==> src/rtl/brkcnt_pkg.sv <==
package brkcnt_pkg;
    typedef enum logic [1:0] {
        ACT_HOLD = 2'd0,
        ACT_LOAD = 2'd1,
        ACT_DEC  = 2'd2
    } cnt_act_e;
endpackage

==> src/rtl/brkcnt_qual.sv <==
module brkcnt_qual (
    input  logic match_i,
    input  logic rpt_short_i,
    output logic accept_o
);
    // a match inside a short repeat loop is never taken
    always_comb begin
        accept_o = match_i & ~rpt_short_i;
    end
endmodule

==> src/rtl/brkcnt_count.sv <==
module brkcnt_count #(
    parameter int unsigned CNT_W = 12
) (
    input  logic             clk,
    input  logic             rst_n,
    input  logic             load_i,
    input  logic [CNT_W-1:0] load_val_i,
    input  logic             accept_i,
    input  logic             count_en_i,
    output logic [CNT_W-1:0] cnt_o,
    output logic             fire_o
);
    import brkcnt_pkg::*;

    localparam logic [CNT_W-1:0] ONE  = CNT_W'(1);
    localparam logic [CNT_W-1:0] ZERO = '0;

    typedef struct packed {
        logic [CNT_W-1:0] cnt;
    } cnt_state_t;

    cnt_state_t st_d, st_q;
    cnt_act_e   act;

    always_comb begin
        st_d   = st_q;
        fire_o = 1'b0;
        // bus write wins over a same-cycle decrement
        if (load_i) begin
            act = ACT_LOAD;
        end else if (accept_i && count_en_i && st_q.cnt != ZERO) begin
            act = ACT_DEC;
        end else begin
            act = ACT_HOLD;
        end
        case (act)
            ACT_LOAD: st_d.cnt = load_val_i;
            ACT_DEC:  st_d.cnt = st_q.cnt - ONE;
            default:  st_d.cnt = st_q.cnt;
        endcase
        // fire decision looks at the count held before any write
        if (accept_i && (!count_en_i || st_q.cnt <= ONE)) begin
            fire_o = 1'b1;
        end
    end

    always_ff @(posedge clk or negedge rst_n) begin
        if (!rst_n) begin
            st_q <= '0;
        end else begin
            st_q <= st_d;
        end
    end

    assign cnt_o = st_q.cnt;
endmodule

==> src/rtl/brkcnt_pulse.sv <==
module brkcnt_pulse (
    input  logic clk,
    input  logic rst_n,
    input  logic fire_i,
    output logic irq_o
);
    typedef struct packed {
        logic irq;
    } pulse_state_t;

    pulse_state_t st_d, st_q;

    always_comb begin
        st_d.irq = fire_i;
    end

    always_ff @(posedge clk or negedge rst_n) begin
        if (!rst_n) begin
            st_q <= '0;
        end else begin
            st_q <= st_d;
        end
    end

    assign irq_o = st_q.irq;
endmodule

==> src/rtl/brk_hit_counter.sv <==
module brk_hit_counter #(
    parameter int unsigned REG_W = 16,
    parameter int unsigned CNT_W = 12
) (
    input  logic             clk,
    input  logic             rst_n,
    input  logic             wr_en,
    input  logic [REG_W-1:0] wr_data,
    output logic [REG_W-1:0] rd_data,
    input  logic             match_i,
    input  logic             count_en_i,
    input  logic             rpt_short_i,
    output logic             irq_o
);
    localparam int unsigned PAD_W = REG_W - CNT_W;

    logic             accept;
    logic             fire;
    logic [CNT_W-1:0] cnt;

    brkcnt_qual u_qual (
        .match_i     (match_i),
        .rpt_short_i (rpt_short_i),
        .accept_o    (accept)
    );

    brkcnt_count #(.CNT_W(CNT_W)) u_count (
        .clk        (clk),
        .rst_n      (rst_n),
        .load_i     (wr_en),
        .load_val_i (wr_data[CNT_W-1:0]),
        .accept_i   (accept),
        .count_en_i (count_en_i),
        .cnt_o      (cnt),
        .fire_o     (fire)
    );

    brkcnt_pulse u_pulse (
        .clk    (clk),
        .rst_n  (rst_n),
        .fire_i (fire),
        .irq_o  (irq_o)
    );

    generate
        if (PAD_W > 0) begin : g_pad
            assign rd_data = {{PAD_W{1'b0}}, cnt};
        end else begin : g_nopad
            assign rd_data = cnt;
        end
    endgenerate
endmodule

==> config.mk <==
export PLATFORM = sky130hd
export DESIGN_NAME = brk_hit_counter
export DESIGN_NICKNAME = d
export VERILOG_FILES = /design/src/rtl/brkcnt_pkg.sv /design/src/rtl/brkcnt_qual.sv /design/src/rtl/brkcnt_count.sv /design/src/rtl/brkcnt_pulse.sv /design/src/rtl/brk_hit_counter.sv
export SDC_FILE = /design/constraint.sdc
export NUM_CORES = 1
export LEC_CHECK = 0
export BUFFER_PORTS_ARGS = -buffer_cell sky130_fd_sc_hd__buf_2
export CAP_MARGIN = 20
export CORE_MARGIN = 4
export CORE_UTILIZATION = 43
export DETAILED_ROUTE_END_ITERATION = 8
export GPL_TIMING_DRIVEN = 0
export HOLD_SLACK_MARGIN = 0.03
export PLACE_DENSITY = 0.73
export SYNTH_ARGS = -nofsm -noshare
export SYNTH_HDL_FRONTEND = slang
export SYNTH_SLANG_ARGS = --single-unit
export TNS_END_PERCENT = 100
==> constraint.sdc <==
create_clock -name clk -period 3 [get_ports clk]
set_input_delay 0.15 -clock clk [delete_from_list [all_inputs] [get_ports clk]]
set_output_delay 0.15 -clock clk [all_outputs]
set_load 0.02 [all_outputs]
==> run metrics <==
WL final 2360 µm; CP Capture Type flip-flop; Ant. Diodes 0; # DRC 0; Sum Neg Setup Slack 0 ns; largest net degree at the start of global routing 14; Critical Path RT 3.17 ns; buffers added on ports 30; Yosys top cell area share 0.350; CTS tree yes; number of gates resized after cts 0; Final ANT Viol Nets 0; relative slew slack 0.626; Slew @ Worst Pin 0.556 ns; nets 168; DRT Pass-1 Iters 4; worst hold path class in2reg; Yosys reg bits 13; Yosys top cell by area dfrtp_1; Async SR Flop Fraction 1.00; Tot GR Track Use 0.183; vias in the first global route 914; initial antenna violation count 0; status complete, no violations; routed len/inst 14.0 µm; min Tclk post-route 1.93 ns; DP Area 1120 µm²; RSZ-0062 raised after global routing no; insertion delay to the later sink of the worst-skew pair 0.27 ns; mean post-synth cell area 8.93 µm²; Final Hold Vio Count 0; vias per inst 5.46; root buffer cell clkbuf_4; Area Growth Syn to Fin 24.9%; CP max FO 10; part of the cycle the worst path needs 0.643; PD cells 410 nW/µm²; cells after synthesis 104; VDD IR max 0.242 mV; Final Skew 0.00396 ns; Synth cell types 44; Critical path origin u_count.cnt_o[2]; area of the core 2000 µm²; Data arrival, critical path 2.10 ns; count of final max-slew check failures 0; postcts setup bufs 0; # H-tree levels 1; crit start category flip-flop; global-route wire length before repair 3920 µm; Die Span X 54.5 µm; register area share after synthesis 0.350; main flop type after synthesis dfrtp_1; Hold Startpoint count_en_i; Hold Path Cell Cnt 2; hold-fix buffers at CTS 1; Cell Rows 16; routability cong. 0.876; CTS Sinks 13; top post-synthesis cells by count dfrtp_1 (13), nor2_1 (13), a21oi_1 (8), nand4_1 (7), nand2_1 (6); initial core utilization 0.464; Synth area leaders dfrtp_1 (35%), nor2_1 (5.3%), nand4_1 (4.7%); fmax 0.518 GHz; YS warnings 0; Final HPWL DP 1800 µm; Die ar. 2970 µm²; IO Pins 39; WS Path Type reg2reg; Remaining Overflow, GRT 0; Reg2Reg Depth 5; Via Count 922; Post-synth EDFFs 0; CTS buffer count 3; clock buffer depth 2; # setup viols final 0; DRT iter0 DRCs 14; MaxCap Viol Count 0; die height 54.5 µm; worst r2r src u_count.cnt_o[2]; post-synthesis instance area 928 µm²; share of cells above drive strength 1 0.317; Lkg Pwr 0.537 nW; post-route cell area 1160 µm²; Reg clk slew, reported paths 0.09 ns
## flip-flops by register name, indices dropped and copies added (netlist names)
| name | count |
|---|---|
| u_count.cnt_o | 12 |
| u_pulse.irq_o | 1 |
## cell type report
type,count,area [µm²]
Fill cell,202,842
Multi-Input combinational cell,81,543
Sequential cell,13,325
Timing Repair Buffer,31,160
Buffer,8,52.6
Tap cell,27,33.8
Clock buffer,4,26.3
Inverter,5,18.8
## routing by layer
layer  GRT usage  part of all wire
met1       0.248              0.47
met5           0                 0
met3      0.0245             0.048
met2       0.287              0.47
met4      0.0830            0.0042
## stage by stage
stage / setup slack, ns / total power, mW / hold slack (ns) / instances / util
after floorplan: 1.18 / 0.315 / -0.146 / 107 / -
after global routing: 0.942 / 0.508 / 0.0463 / 169 / 0.579
after global placement: 1.13 / 0.362 / 0.0561 / 164 / 0.561
after CTS: 1.07 / 0.479 / 0.0554 / 169 / 0.579
after detailed placement: 1.09 / 0.367 / 0.0588 / 164 / 0.561
final: 1.07 / 0.475 / 0.0593 / 169 / 0.579
## worst paths after layout
path	endpoint	slack, ns
setup / recovery	u_count.cnt_o[1]	1.07
hold / removal	u_pulse.irq_o	0.06
setup reg to reg	u_count.cnt_o[1]	1.07
hold reg to reg	u_count.cnt_o[8]	0.60
max in group asynchronous	u_count.cnt_o[10]	2.48
min in group asynchronous	u_count.cnt_o[6]	0.29
## logic make-up after synthesis
group | after synthesis | share of synthesized area
and+or+nand+nor | 47 | 0.298
AOI/OAI and AO/OA | 24 | 0.199
DFF | 13 | 0.350
buffers and inverters | 13 | 0.0768
adders and majority gates | 3 | 0.0404
muxes | 2 | 0.0216
other | 1 | 0.00404
xor gates and xnor gates | 1 | 0.00944
## placed cells by master (no fill, tap or decap), types with 2 or more instances in the layout
| cell | synthesis | routed |
|---|---|---|
| buf_2 | 0 | 30 |
| dfrtp_1 | 13 | 13 |
| a21oi_1 | 8 | 8 |
| nor3_1 | 2 | 2 |
| clkbuf_4 | 0 | 3 |
| clkbuf_1 | 3 | 4 |
| inv_1 | 4 | 4 |
| nand4_1 | 7 | 7 |
| buf_4 | 4 | 4 |
| nor4_1 | 2 | 2 |
| conb_1 | 1 | 4 |
| nand2b_1 | 2 | 2 |
| nor2_1 | 13 | 13 |
| or3b_1 | 2 | 2 |
| ha_1 | 3 | 3 |
| nand2_1 | 6 | 6 |
| mux2i_1 | 2 | 2 |
| o311ai_1 | 4 | 4 |
## worst max-delay path, cell delays in order, from the launching register on
cell and delay [ns]:
dfrtp_1 0.39, buf_6 0.14, nor4_4 0.55, a41oi_1 0.30, or2_0 0.27, a22o_1 0.18
## power by group
group | internal [mW] | leakage [nW] | switching (mW) | total, mW
registers | 0.192 | 0.153 | 0.0268 | 0.219
logic | 0.0594 | 0.369 | 0.0862 | 0.146
clock network | 0.0514 | 0.0150 | 0.0591 | 0.111
total | 0.303 | 0.537 | 0.172 | 0.475
No activity file was read; power rests on OpenSTA's default activity.
